$ cat config.mk
export PLATFORM = sky130hd
export DESIGN_NAME = clkseq_top
export DESIGN_NICKNAME = d
export VERILOG_FILES = /design/src/rtl/clkseq_pkg.sv /design/src/rtl/clkseq_ratio_ctrl.sv /design/src/rtl/clkseq_settle_timer.sv /design/src/rtl/clkseq_en_gen.sv /design/src/rtl/clkseq_top.sv
export SDC_FILE = /design/constraint.sdc
export NUM_CORES = 1
export LEC_CHECK = 0
export BUFFER_PORTS_ARGS = -buffer_cell sky130_fd_sc_hd__buf_2
export CORE_MARGIN = 2
export CORE_UTILIZATION = 55
export DETAILED_ROUTE_END_ITERATION = 6
export PLACE_DENSITY_LB_ADDON = 0.15
export SLEW_MARGIN = 20
export SYNTH_ARGS = -nofsm -noshare
export SYNTH_HDL_FRONTEND = slang
export SYNTH_SLANG_ARGS = --single-unit
export TNS_END_PERCENT = 50
$ cat constraint.sdc
create_clock -name clk_i -period 6.5 [get_ports clk_i]
set_clock_uncertainty 0.05 [all_clocks]
set_input_delay 1.3 -clock clk_i [delete_from_list [all_inputs] [get_ports clk_i]]
set_output_delay 1.3 -clock clk_i [all_outputs]
set_load 0.005 [all_outputs]
$ cat src/rtl/clkseq_pkg.sv
package clkseq_pkg;
   localparam int MUL_W  = 2;
   localparam int CDIV_W = 2;
   localparam int PDIV_W = 3;
   localparam int FRQ_W  = MUL_W + CDIV_W + PDIV_W;

   typedef struct packed {
      logic [MUL_W-1:0]  mul;
      logic [CDIV_W-1:0] cdiv;
      logic [PDIV_W-1:0] pdiv;
   } frq_t;

   typedef enum logic [1:0] {
      WR_NONE,
      WR_DIV,
      WR_MUL,
      WR_BAD
   } wr_kind_e;

   // core divisor may not exceed the multiplier factor, and the
   // peripheral divisor may not be finer than the core divisor
   function automatic logic combo_ok(input frq_t f);
      return (int'(f.cdiv) <= int'(f.mul)) && (int'(f.pdiv) >= int'(f.cdiv));
   endfunction
endpackage

$ cat src/rtl/clkseq_ratio_ctrl.sv
module clkseq_ratio_ctrl
   import clkseq_pkg::*;
#(
   parameter frq_t RST_FRQ = '{mul: '0, cdiv: '0, pdiv: 3'd3}
) (
   input  logic clk_i,
   input  logic rst_ni,
   input  logic wr_en_i,
   input  frq_t wr_data_i,
   input  logic ovf_i,
   output frq_t cur_o,
   output logic stall_o,
   output logic err_o,
   output logic start_o,
   output logic apply_o
);
   frq_t     cur_q, pend_q;
   logic     stall_q, err_q;
   wr_kind_e kind;
   logic     release_w;

   always_comb begin
      if (!wr_en_i || stall_q)
         kind = WR_NONE;
      else if (!combo_ok(wr_data_i))
         kind = WR_BAD;
      else if (wr_data_i.mul == cur_q.mul)
         kind = WR_DIV;
      else
         kind = WR_MUL;
   end

   assign release_w = stall_q && ovf_i;
   assign start_o   = (kind == WR_MUL);
   assign apply_o   = (kind == WR_DIV) || release_w;

   always_ff @(posedge clk_i or negedge rst_ni) begin
      if (!rst_ni) begin
         cur_q   <= RST_FRQ;
         pend_q  <= RST_FRQ;
         stall_q <= 1'b0;
         err_q   <= 1'b0;
      end else begin
         case (kind)
            WR_DIV: begin
               cur_q <= wr_data_i;
               err_q <= 1'b0;
            end
            WR_MUL: begin
               pend_q  <= wr_data_i;
               stall_q <= 1'b1;
               err_q   <= 1'b0;
            end
            WR_BAD:  err_q <= 1'b1;
            default: ;
         endcase
         if (release_w) begin
            cur_q   <= pend_q;
            stall_q <= 1'b0;
         end
      end
   end

   assign cur_o   = cur_q;
   assign stall_o = stall_q;
   assign err_o   = err_q;
endmodule

$ cat src/rtl/clkseq_settle_timer.sv
module clkseq_settle_timer #(
   parameter int CNT_W = 8,
   parameter int SEL_W = 3
) (
   input  logic             clk_i,
   input  logic             rst_ni,
   input  logic             cfg_we_i,
   input  logic [SEL_W-1:0] cfg_sel_i,
   input  logic [CNT_W-1:0] cfg_load_i,
   input  logic             start_i,
   output logic             run_o,
   output logic [CNT_W-1:0] cnt_o,
   output logic             ovf_o
);
   localparam int PCW = 1 << SEL_W;

   logic [SEL_W-1:0] sel_q;
   logic [CNT_W-1:0] cnt_q;
   logic [PCW-1:0]   pc_q;
   logic [PCW:0]     lim;
   logic             run_q, tick;

   always_comb lim = (PCW+1)'((64'd1 << (int'(sel_q) + 1)) - 64'd1);

   assign tick  = run_q && ({1'b0, pc_q} == lim);
   assign ovf_o = tick && (&cnt_q);

   always_ff @(posedge clk_i or negedge rst_ni) begin
      if (!rst_ni) begin
         sel_q <= '0;
         cnt_q <= '0;
         pc_q  <= '0;
         run_q <= 1'b0;
      end else if (!run_q) begin
         if (cfg_we_i) begin
            sel_q <= cfg_sel_i;
            cnt_q <= cfg_load_i;
         end
         if (start_i) begin
            run_q <= 1'b1;
            pc_q  <= '0;
         end
      end else begin
         if (tick) begin
            pc_q  <= '0;
            cnt_q <= cnt_q + 1'b1;
         end else begin
            pc_q <= pc_q + 1'b1;
         end
         if (ovf_o) run_q <= 1'b0;
      end
   end

   assign run_o = run_q;
   assign cnt_o = cnt_q;
endmodule

$ cat src/rtl/clkseq_en_gen.sv
module clkseq_en_gen #(
   parameter int W = 2
) (
   input  logic         clk_i,
   input  logic         rst_ni,
   input  logic [W-1:0] div_i,
   input  logic         hold_i,
   input  logic         restart_i,
   output logic         en_o
);
   logic [W-1:0] cnt_q;

   always_ff @(posedge clk_i or negedge rst_ni) begin
      if (!rst_ni)
         cnt_q <= '0;
      else if (hold_i || restart_i || (cnt_q >= div_i))
         cnt_q <= '0;
      else
         cnt_q <= cnt_q + 1'b1;
   end

   assign en_o = !hold_i && (cnt_q == '0);
endmodule

$ cat src/rtl/clkseq_top.sv
module clkseq_top
   import clkseq_pkg::*;
#(
   parameter int          CNT_W    = 8,
   parameter int          SEL_W    = 3,
   parameter logic [1:0]  RST_MUL  = 2'd0,
   parameter logic [1:0]  RST_CDIV = 2'd0,
   parameter logic [2:0]  RST_PDIV = 3'd3
) (
   input  logic              clk_i,
   input  logic              rst_ni,
   input  logic              frq_we_i,
   input  logic [6:0]        frq_wdata_i,
   input  logic              tmr_we_i,
   input  logic [SEL_W-1:0]  tmr_sel_i,
   input  logic [CNT_W-1:0]  tmr_load_i,
   output logic              core_en_o,
   output logic              per_en_o,
   output logic [1:0]        mult_sel_o,
   output logic [1:0]        core_div_o,
   output logic [2:0]        per_div_o,
   output logic              stall_o,
   output logic              busy_o,
   output logic              err_o,
   output logic              ext_clk_o,
   output logic [CNT_W-1:0]  cnt_o
);
   localparam frq_t RST_FRQ = '{mul: RST_MUL, cdiv: RST_CDIV, pdiv: RST_PDIV};

   if (CNT_W < 2 || CNT_W > 16) begin : g_bad_cnt
      $error("clkseq_top: CNT_W out of range");
   end
   if (SEL_W < 1 || SEL_W > 4) begin : g_bad_sel
      $error("clkseq_top: SEL_W out of range");
   end
   if (FRQ_W != 7) begin : g_bad_frq
      $error("clkseq_top: control word width mismatch");
   end

   frq_t cur;
   logic start, apply, ovf, run, stall;

   clkseq_ratio_ctrl #(.RST_FRQ(RST_FRQ)) u_ctrl (
      .clk_i     (clk_i),
      .rst_ni    (rst_ni),
      .wr_en_i   (frq_we_i),
      .wr_data_i (frq_t'(frq_wdata_i)),
      .ovf_i     (ovf),
      .cur_o     (cur),
      .stall_o   (stall),
      .err_o     (err_o),
      .start_o   (start),
      .apply_o   (apply)
   );

   clkseq_settle_timer #(.CNT_W(CNT_W), .SEL_W(SEL_W)) u_tmr (
      .clk_i      (clk_i),
      .rst_ni     (rst_ni),
      .cfg_we_i   (tmr_we_i),
      .cfg_sel_i  (tmr_sel_i),
      .cfg_load_i (tmr_load_i),
      .start_i    (start),
      .run_o      (run),
      .cnt_o      (cnt_o),
      .ovf_o      (ovf)
   );

   clkseq_en_gen #(.W(CDIV_W)) u_core_en (
      .clk_i     (clk_i),
      .rst_ni    (rst_ni),
      .div_i     (cur.cdiv),
      .hold_i    (stall),
      .restart_i (apply),
      .en_o      (core_en_o)
   );

   clkseq_en_gen #(.W(PDIV_W)) u_per_en (
      .clk_i     (clk_i),
      .rst_ni    (rst_ni),
      .div_i     (cur.pdiv),
      .hold_i    (stall),
      .restart_i (apply),
      .en_o      (per_en_o)
   );

   always_ff @(posedge clk_i or negedge rst_ni) begin
      if (!rst_ni) ext_clk_o <= 1'b0;
      else         ext_clk_o <= ~ext_clk_o;
   end

   assign mult_sel_o = cur.mul;
   assign core_div_o = cur.cdiv;
   assign per_div_o  = cur.pdiv;
   assign stall_o    = stall;
   assign busy_o     = run;
endmodule

==> results.tsv, run 1 <==
stage	metric	value	unit
timing	timing.final.hold_violations	0	
floorplan	die_h	74	µm
placed_design	io_buffer_count	42	
setup_path	crit_arrival	3.54	ns
placed_design	place.gp.congestion	0.835	
placed_design	dp_hpwl	3980	µm
timing	finalCriticalPeriod	3.36	ns
detailed_routing	detail_route.iter0.violations	103	
floorplan	initial_core_util	0.571	
cts	tritoncts.num_buffers	5	
power_and_ir_drop	power_per_cell_area	253	mW/mm²
power_and_ir_drop	total_leakage_power	0.00142	µW
logic_synthesis	yosys.cell_types.count	54	
cts	post-cts-setup-buffers	0	
cells_and_area	post_route_cells_drive_above_1_share	0.216	
detailed_routing	post-route-drc-count	0	
logic_synthesis	yosys.area_share.simple	0.181	
global_route	grt_first_pass_wirelength	9250	µm
floorplan	fp.coreArea	0.00472	mm²
setup_path	worstPathMaxFanout	13	
worst_hold_path	min-delay-path-class	reg2reg	
cts	tritoncts_clock_tree	built	
timing	worst-slew-pin-transition	0.924	ns
logic_synthesis	largest_family_of_logic_cells_by_synthesized_area	compound AO/OA/AOI/OAI gates	
setup_path	crit_type	reg2reg	
floorplan	pin_count	43	
timing	fmax	297	MHz
timing	min_period_over_period	0.517	
logic_synthesis	synth_seq_cells	42	
logic_synthesis	postSynth.asyncResetShare	1.00	
logic_synthesis	post_synth_top_area_cell	dfrtp_1	
worst_hold_path	hold-path-cell-count	1	
timing	setup_tns	0	ns
cts	post_cts.resized_instances	0	
cts	worstSkewPairLatency	0.29	ns
cts	cts.root.buffer_cell	clkbuf_8	
status	run_status	completed	
detailed_routing	wl_per_cell	14.3	µm
logic_synthesis	ys.flop_type	dfrtp_1	
logic_synthesis	synth_area_per_cell	9.84	µm²
setup_path	startpoint_type	flip-flop	
logic_synthesis	yosys_warnings	0	
timing	rsz0062_at_grt	no	
global_route	antenna_violations_before_repair	0	
setup_path	r2r_cells	8	
logic_synthesis	synth.yosys.seq_area_share	0.392	
cells_and_area	finish.utilization	0.636	
logic_synthesis	synth_mux_area_frac	0.0673	
power_and_ir_drop	power_after_layout	761	µW
cts	path_clk_slew	0.08	ns
floorplan	width_of_the_chip	74	µm
floorplan	dieArea	0.00548	mm²
global_route	total_congestion_overflow_after_global_routing	0	
global_route	grt_pass1_vias	2025	
global_route	grt_start_max_net_pins	43	
cells_and_area	design_area	0.00300	mm²
timing	slew_headroom	0.384	
detailed_routing	drtAntennaViolNets	0	
detailed_routing	route.final.wire_length	5370	µm
logic_synthesis	mappedNetlistNets	311	
cells_and_area	synthToLayoutAreaGrowth	11.4	%
placed_design	placement.cell_area	0.00292	mm²
logic_synthesis	synth_cells	274	
timing	setup_viol	0	
cells_and_area	final_nets	347	
logic_synthesis	post_synthesis_compound_gate_area_fraction	0.194	
floorplan	floorplan.rows	25	
detailed_routing	viasPerCell	5.62	
logic_synthesis	yosys.area_share.xor_xnor	0.0390	
detailed_routing	num_vias	2118	
run	maxCapViolations	0	
logic_synthesis	netlist_top_cells_area	dfrtp_1, ha_1, dfstp_2, mux2_2, mux2i_1	
cts	numClockSinks	42	
logic_synthesis	post-synth-top-area-fraction	0.353	
cells_and_area	num_antenna_cells	0	
logic_synthesis	yosys.area_share.adder	0.0696	
timing	timing_max_transition_violations_final	0	
cts	postCtsHoldBufs	0	
global_route	global_route.usage.total	0.216	
cts	max-clock-path-buffers	2	
setup_path	cp-end-kind	flip-flop	
cts	htree_depth	2	
logic_synthesis	synth_area	0.00270	mm²
detailed_routing	drt_pre_antenna_iters	4	
power_and_ir_drop	vdd_ir_drop_max	143	µV
setup_path	crit_required	6.68	ns
logic_synthesis	number_of_enable_flip_flop_cells_after_synthesis	0	
cell type report:
cell class	instances	area, µm²
fill	401	1720
multi-input combinational	198	1490
sequential	42	1060
timing repair buffer	42	210
clock buffer	7	86.3
tap	67	83.8
inverter	21	78.8
power by group:
group	switching (µW)	internal, µW	leakage, µW	total, µW
logic	120	116	0.000847	236
registers	57.4	296	0.000527	353
clock network	86.7	84.4	0.0000443	171
total	264	496	0.00142	761
synthesized netlist by cell type (all sizes together), types with 4 or more instances:
cell / number
xor2: 6
clkbuf: 6
ha: 15
nand2b: 11
dfrtp: 38
and3: 7
nand3: 7
xnor2: 6
nor2: 12
inv: 21
a21oi: 8
dfstp: 4
o21ai: 10
a211oi: 8
a221o: 7
o22ai: 5
mux2i: 8
nor2b: 7
a31oi: 5
nand2: 15
and2: 9
buf: 7
nor3: 6
mux2: 9
critical path: stages (launching register included):
cell,delay [ns]
dfrtp_1,0.52
or3_1,0.42
ha_1,0.29
nor3b_1,0.19
o32a_1,0.38
o32a_4,0.35
a2111oi_4,0.43
and4_1,0.45
a221o_1,0.22
layout by cell type, fill, tap and decap left out, types with 2 or more instances in the layout:
master / n
a211o_1: 3
a211oi_1: 8
a21oi_1: 8
a221o_1: 7
a31oi_1: 5
and2_1: 9
and3_1: 7
and4_1: 2
buf_2: 42
clkbuf_8: 6
dfrtp_1: 38
dfstp_2: 4
ha_1: 15
inv_1: 21
mux2_2: 9
mux2i_1: 8
nand2_1: 15
nand2b_1: 11
nand3_1: 7
nand4_1: 3
nor2_1: 12
nor2b_1: 7
nor3_1: 6
nor3b_1: 3
o211a_1: 2
o21ai_0: 9
o22ai_1: 5
or3_1: 3
xnor2_1: 6
xor2_1: 6
final timing paths:
kind	from	slack (ns)	end
max	u_tmr.sel_q[1]	3.14	u_ctrl.cur_o[0]
min	ext_clk_o	0.36	ext_clk_o
max reg2reg	u_tmr.sel_q[1]	3.14	u_ctrl.cur_o[0]
min reg2reg	ext_clk_o	0.36	ext_clk_o
max in group asynchronous	rst_ni	4.73	u_tmr.cnt_o[0]
min in group asynchronous	rst_ni	1.08	u_tmr.pc_q[7]
metal layers:
| layer | part of all wire | global-route usage |
|---|---|---|
| met2 | 0.49 | 0.366 |
| met4 | 0.010 | 0.0626 |
| met3 | 0.038 | 0.0461 |
| met5 | 0 | 0 |
| met1 | 0.47 | 0.281 |
cells by family (layout without fill, tap and decap cells):
group | Yosys count | count (layout)
simple gates | 89 | 89
compound gates | 64 | 64
flops | 42 | 42
buf+inv | 34 | 70
mux | 17 | 17
fa+ha+maj | 15 | 15
xor+xnor | 12 | 12
other cells | 1 | 1
through the flow:
step | setup WS, ns | hold WS, ns | instances
after floorplan | 3.22 | 0.359 | 274
after global routing | 2.97 | 0.394 | 377
final | 3.14 | 0.361 | 377
after detailed placement | 2.90 | 0.356 | 370
after global placement | 2.94 | 0.353 | 370
after CTS | 3.14 | 0.367 | 377
registers in the layout, summed over array words and instances (netlist names), 2 cells and up:
signal,flops
u_ctrl.pend_q,7
u_tmr.sel_q,3
u_tmr.cnt_o,8
u_per_en.cnt_q,3
u_core_en.cnt_q,2
u_ctrl.cur_o,7
u_tmr.pc_q,8
Note: power is estimated with default switching activity, not from simulation.
==> inputs of run 2 (changes only) <==
--- a/config.mk
+++ b/config.mk
@@ -7,7 +7,7 @@
 export LEC_CHECK = 0
 export BUFFER_PORTS_ARGS = -buffer_cell sky130_fd_sc_hd__buf_2
 export CORE_MARGIN = 2
-export CORE_UTILIZATION = 55
+export CORE_UTILIZATION = 51
 export DETAILED_ROUTE_END_ITERATION = 6
 export PLACE_DENSITY_LB_ADDON = 0.15
 export SLEW_MARGIN = 20
==> constraint.sdc (replaced) <==
create_clock -name clk_i -period 2.8 [get_ports clk_i]
set_clock_uncertainty 0.05 [all_clocks]
set_input_delay 0.56 -clock clk_i [delete_from_list [all_inputs] [get_ports clk_i]]
set_output_delay 0.56 -clock clk_i [all_outputs]
set_load 0.005 [all_outputs]
==> run 2 against run 1 <==
The flow now finishes with violations (negative setup slack). Wire length is 7.9% higher. Cell count is 5.6% higher. Worst hold slack worse by 0.014 ns. Die area is 7.4% higher. Cell area is 6.6% higher. Clock power is 140% higher. Utilization is 0.89 points lower. Global-route usage is 0.59 points lower. Largest cell class unchanged. Largest power group unchanged.
==> results.tsv, run 2 (same netlist as run 1, synthesis figures left out) <==
stage	metric	value	unit	change
status	run_status	finished with violations		
status	failed_checks	negative setup slack		
global_route	grt_pass1_vias	2091		+3.3%
detailed_routing	viasPerCell	5.64		+0.31%
cts	post-cts-setup-buffers	0		unchanged
setup_path	crit_type	reg2reg		
global_route	antenna_violations_before_repair	0		unchanged
cts	cts.root.buffer_cell	clkbuf_8		
setup_path	r2r_cells	8		unchanged
cells_and_area	finish.utilization	0.627		-0.00886
power_and_ir_drop	sw_frac_of_total	0.350		+0.00234
power_and_ir_drop	total_leakage_power	0.00151	µW	+6.4%
timing	setup_viol	10		+10
timing	slew_headroom	0.376		-0.00794
timing	timing.final.hold_violations	0		unchanged
timing	rsz0062_at_grt	yes		
timing	min_period_over_period	1.03		+0.516
power_and_ir_drop	power_after_layout	1910	µW	+150%
setup_path	startpoint_type	flip-flop		
floorplan	floorplan.rows	26		+4.0%
floorplan	fp.coreArea	0.00511	mm²	+8.1%
floorplan	pin_count	43		unchanged
cells_and_area	final_nets	364		+4.9%
timing	finalCriticalPeriod	2.89	ns	-0.469 ns
power_and_ir_drop	power.share.combinational	0.364		+0.054
cts	max-clock-path-buffers	2		unchanged
detailed_routing	drt_pre_antenna_iters	4		unchanged
cells_and_area	mostFrequentLayoutCell	buf_2		
detailed_routing	wl_per_cell	14.6	µm	+2.2%
timing	worst-slew-pin-transition	0.936	ns	+0.0119 ns
placed_design	dp_hpwl	4330	µm	+8.6%
floorplan	width_of_the_chip	76.7	µm	+3.6%
detailed_routing	post-route-drc-count	0		unchanged
timing	hold-worst-slack	0.348	ns	-0.0137 ns
floorplan	die_h	76.7	µm	+3.6%
cells_and_area	mostFrequentLayoutCells	buf_2, dfrtp_1, inv_1		
cts	postCtsHoldBufs	0		unchanged
power_and_ir_drop	proportion_of_power_drawn_by_flip_flops_and_latches	0.422		-0.043
cts	htree_depth	2		unchanged
run	maxCapViolations	0		unchanged
worst_hold_path	min-delay-path-class	in2async		
floorplan	initial_core_util	0.528		-0.0429
global_route	grt_start_max_net_pins	43		unchanged
cts	worstSkewPairLatency	0.30	ns	about the same
floorplan	dieArea	0.00588	mm²	+7.4%
global_route	total_congestion_overflow_after_global_routing	0		unchanged
timing	fmax	345	MHz	+16%
cells_and_area	synthToLayoutAreaGrowth	18.8	%	
timing	timing_max_transition_violations_final	0		unchanged
detailed_routing	route.final.wire_length	5800	µm	+7.9%
placed_design	placement.cell_area	0.00305	mm²	+4.6%
global_route	global_route.usage.total	0.211		-0.00587
setup_path	crit_arrival	3.03	ns	-0.51 ns
placed_design	io_buffer_count	42		unchanged
detailed_routing	detail_route.iter0.violations	116		+13%
power_and_ir_drop	power_per_cell_area	595	mW/mm²	+130%
power_and_ir_drop	switchingPower	666	µW	+150%
cells_and_area	num_antenna_cells	0		unchanged
power_and_ir_drop	vdd_ir_drop_max	375	µV	+160%
power_and_ir_drop	internal_power	1240	µW	+150%
detailed_routing	drtAntennaViolNets	0		unchanged
cts	tritoncts_clock_tree	built		
power_and_ir_drop	power.clock.fraction	0.214		-0.011
timing	postLayoutSetupSlackWorst	-0.0945	ns	-3.23 ns
placed_design	place.gp.congestion	0.820		-1.8%
setup_path	crit_required	2.93	ns	-3.75 ns
cells_and_area	post_route_cells_drive_above_1_share	0.277		+0.0613
cells_and_area	design_area	0.00320	mm²	+6.6%
cts	path_clk_slew	0.08	ns	about the same
setup_path	worstPathMaxFanout	7		-6
cts	numClockSinks	42		unchanged
global_route	grt_first_pass_wirelength	9960	µm	+7.8%
detailed_routing	num_vias	2243		+5.9%
cts	tritoncts.num_buffers	5		unchanged
placed_design	dpl_worst_slack	-0.136	ns	-3.04 ns
setup_path	cp-end-kind	flip-flop		
cells_and_area	layout.filler_cells	451		+12%
## run 2: metal layers
metal  track usage  wire (µm)  up-vias
li1              -          -     1097
met1         0.285       2590     1082
met2         0.343       2850       57
met3        0.0400        267        7
met4        0.0655         86        0
met5             0          0        -
## run 2: layout make-up
| class | count | area (µm²) | area share |
|---|---|---|---|
| inverters | 21 | 78.8 | 0.0246 |
| clock buffers | 7 | 86.3 | 0.0270 |
| clock inverters | 1 | 5.00 | 0.00156 |
| flip-flops and latches | 42 | 1060 | 0.330 |
| well taps | 70 | 87.6 | 0.0274 |
| repair buffers | 59 | 342 | 0.107 |
| multi-input cells | 198 | 1550 | 0.483 |
## run 2: stage by stage
| stage | TNS, ns | instances |
|---|---|---|
| finish | -0.616 | 398 |
| global route | -2.15 | 398 |
| CTS | -0.893 | 398 |
| detailed placement | -1.41 | 390 |
| global placement | -0.714 | 390 |
| floorplan | 0 | 274 |
## run 2: power groups by stage
| stage | Clock [µW] | Sequential (µW) | Combinational [µW] |
|---|---|---|---|
| floorplan | 0 | 784 | 450 |
| global placement | 0 | 811 | 630 |
| detailed placement | 0 | 815 | 644 |
| CTS | 419 | 803 | 654 |
| global route | 449 | 818 | 767 |
| finish | 407 | 805 | 694 |
## run 2: final timing paths
path / startpoint / end / slack [ns]
setup / recovery: u_tmr.sel_q[1] / u_ctrl.cur_o[5] / -0.09
max in group asynchronous: rst_ni / u_tmr.pc_q[3] / 1.76
hold reg to reg: ext_clk_o / ext_clk_o / 0.37
hold / removal: rst_ni / u_core_en.cnt_q[0] / 0.35
min in group clk_i: ext_clk_o / ext_clk_o / 0.37
setup reg to reg: u_tmr.sel_q[1] / u_ctrl.cur_o[5] / -0.09
## run 2: critical path, cell delays in order (launching register included)
cell and delay, ns:
dfrtp_1 0.38, or3_4 0.40, ha_4 0.17, nor3b_1 0.14, o32a_1 0.35, o32a_4 0.33
a2111oi_4 0.37, a41oi_4 0.23, a221o_1 0.34
## run 2: repair_timing
item                       CTS  global route
pin swaps                    9            10
gates cloned                 0             0
setup endpoints to repair   20            22
gates resized for setup      4             7
hold endpoints to repair     0             0
==> inputs of run 3 (changes only) <==
--- a/config.mk
+++ b/config.mk
@@ -7,7 +7,8 @@
 export LEC_CHECK = 0
 export BUFFER_PORTS_ARGS = -buffer_cell sky130_fd_sc_hd__buf_2
 export CORE_MARGIN = 2
-export CORE_UTILIZATION = 51
+export CORE_UTILIZATION = 52
+export CTS_BUF_LIST = sky130_fd_sc_hd__clkbuf_4
 export DETAILED_ROUTE_END_ITERATION = 6
 export PLACE_DENSITY_LB_ADDON = 0.15
 export SLEW_MARGIN = 20
==> run 3 against run 2 <==
Critical endpoint is now u_ctrl.cur_o[2]. Clock power shrank 4%. Highest routed layer unchanged. Cell area shrank 1.7%. The flow still finishes with violations (negative setup slack). Combinational power fell by 6.2%. Via count decreased by 1.9%. Worst hold slack got worse by 0.068 ns. Register-to-register slack barely moved. First-iteration DRC count up 29%. Utilization down 0.26 points. Largest cell class unchanged.
==> results.tsv, run 3 (same netlist as run 1, synthesis figures left out) <==
stage	metric	value	unit	change
setup_path	crit_required	3.00	ns	+0.07 ns
setup_path	setup.reg_to_reg.worst_slack	-0.09	ns	about the same
run	maxCapViolations	0		unchanged
detailed_routing	num_vias	2201		-1.9%
power_and_ir_drop	sw_frac_of_total	0.342		-0.00804
cells_and_area	mostFrequentLayoutCells	buf_2, dfrtp_1, inv_1		
timing	finalCriticalPeriod	2.89	ns	-0.00627 ns
setup_path	r2r_cells	8		unchanged
setup_path	crit_type	reg2reg		
floorplan	fp.coreArea	0.00504	mm²	-1.3%
cells_and_area	layout.filler_cells	436		-3.3%
timing	fmax	346	MHz	+0.22%
detailed_routing	detail_route.iter0.violations	150		+29%
timing	postLayoutSetupSlackWorst	-0.0882	ns	+0.00627 ns
floorplan	floorplan.rows	26		unchanged
floorplan	dieArea	0.00577	mm²	-1.8%
cells_and_area	synthToLayoutAreaGrowth	16.8	%	
power_and_ir_drop	power.share.combinational	0.351		-0.013
cells_and_area	post_route_cells_drive_above_1_share	0.269		-0.00892
detailed_routing	wl_per_cell	14.4	µm	-1.3%
setup_path	worstPathMaxFanout	7		unchanged
power_and_ir_drop	switchingPower	633	µW	-4.9%
floorplan	initial_core_util	0.534		+0.00681
timing	worst-slew-pin-transition	0.938	ns	+0.00170 ns
detailed_routing	drt_pre_antenna_iters	4		unchanged
global_route	grt_pass1_vias	2120		+1.4%
cells_and_area	final_nets	360		-1.1%
timing	timing_max_transition_violations_final	0		unchanged
placed_design	numPlacedInstances	386		-1.0%
power_and_ir_drop	power.clock.fraction	0.211		-0.003
status	run_status	finished with violations		
placed_design	dp_hpwl	4230	µm	-2.2%
setup_path	crit_arrival	3.09	ns	+0.06 ns
floorplan	width_of_the_chip	76.0	µm	-0.92%
global_route	global_route.usage.total	0.207		-0.00366
cells_and_area	mostFrequentLayoutCell	buf_2		
cts	cts.root.buffer_cell	clkbuf_4		
cells_and_area	seqCellArea	0.00106	mm²	unchanged
placed_design	place.gp.congestion	0.839		+2.3%
timing	slew_headroom	0.375		-0.00113
cts	htree_depth	2		unchanged
status	failed_checks	negative setup slack		
global_route	total_congestion_overflow_after_global_routing	0		unchanged
cts	tritoncts_clock_tree	built		
worst_hold_path	min-delay-path-class	in2async		
cells_and_area	multiInputGateArea	0.00154	mm²	-0.73%
power_and_ir_drop	total_leakage_power	0.00149	µW	-1.6%
timing	min_period_over_period	1.03		-0.00224
power_and_ir_drop	internal_power	1220	µW	-1.5%
power_and_ir_drop	power_per_cell_area	589	mW/mm²	-1.0%
cells_and_area	finish.utilization	0.624		-0.00258
floorplan	pin_count	43		unchanged
detailed_routing	viasPerCell	5.59		-0.88%
detailed_routing	post-route-drc-count	0		unchanged
global_route	antenna_violations_before_repair	0		unchanged
timing	rsz0062_at_grt	yes		
cells_and_area	post_layout_nonfiller_instances	394		-1.0%
cts	post-cts-setup-buffers	0		unchanged
cells_and_area	num_antenna_cells	0		unchanged
placed_design	io_buffer_count	42		unchanged
global_route	grt_first_pass_wirelength	9820	µm	-1.5%
detailed_routing	route.final.wire_length	5670	µm	-2.3%
setup_path	cp-end-kind	flip-flop		
power_and_ir_drop	vdd_ir_drop_max	256	µV	-32%
cts	max-clock-path-buffers	2		unchanged
setup_path	startpoint_type	flip-flop		
cts	path_clk_slew	0.13	ns	+0.05 ns
detailed_routing	drtAntennaViolNets	0		unchanged
timing	setup_tns	-0.551	ns	+0.0650 ns
cts	numClockSinks	42		unchanged
cts	worstSkewPairLatency	0.35	ns	+0.05 ns
floorplan	die_h	76.0	µm	-0.92%
global_route	grt_start_max_net_pins	43		unchanged
power_and_ir_drop	proportion_of_power_drawn_by_flip_flops_and_latches	0.438		+0.016
cts	tritoncts.num_buffers	5		unchanged
timing	timing.final.hold_violations	0		unchanged
timing	setup_viol	12		+2
## run 3: power groups by stage
stage	clock (µW)	combinational, µW	sequential [µW]
2_1_floorplan	0	450	784
3_3_place_gp	0	600	822
3_5_place_dp	0	617	824
4_1_cts	398	626	812
5_1_grt	430	721	829
6_report	391	651	813
## run 3: path summary, 6_finish.rpt
kind | from | end
max | u_tmr.sel_q[1] | u_ctrl.cur_o[2]
max in group asynchronous | rst_ni | u_tmr.pc_q[5]
max reg2reg | u_tmr.sel_q[1] | u_ctrl.cur_o[2]
min in group clk_i | ext_clk_o | ext_clk_o
min | rst_ni | u_ctrl.pend_q[5]
min reg2reg | ext_clk_o | ext_clk_o
## run 3: through the flow
stage	hold slack [ns]	setup slack [ns]	instance area, µm²	power, µW
global route	0.341	-0.219	3150	1980
floorplan	0.214	0.261	2700	1230
finish	0.280	-0.0882	3150	1850
CTS	0.318	-0.0954	3110	1840
detailed placement	0.360	-0.0838	3020	1440
global placement	0.352	-0.0661	3020	1420
## run 3: routing by layer
layer	wire, µm	part of all wire	up-vias	track usage
met5	0	0	-	0
met4	89	0.016	0	0.0600
met3	171	0.030	11	0.0367
met2	2750	0.48	45	0.356
met1	2660	0.47	1059	0.269
li1	-	-	1086	-
## run 3: layout make-up
cell class,instances,area share
Sequential cell,42,0.335
Multi-Input combinational cell,198,0.488
Timing Repair Buffer,55,0.0990
Tap cell,70,0.0278
Clock inverter,2,0.0107
Inverter,21,0.0250
Clock buffer,6,0.0143
## run 3: timing repair
action | CTS | global route
pin swaps | 5 | 5
cloned | 0 | 0
gates resized for setup | 3 | 9
hold endpoints to repair | 0 | 0
endpoints found under the setup margin | 20 | 21
hold buffers | 0 | 0
## run 3: critical path, cell delays in order, from the launching register on
cell and delay (ns):
dfrtp_1 0.39, or3_1 0.38, ha_2 0.21, nor3b_1 0.15, o32a_1 0.31, o32a_4 0.38, a2111oi_4 0.35, a41oi_4 0.23
a221o_1 0.35
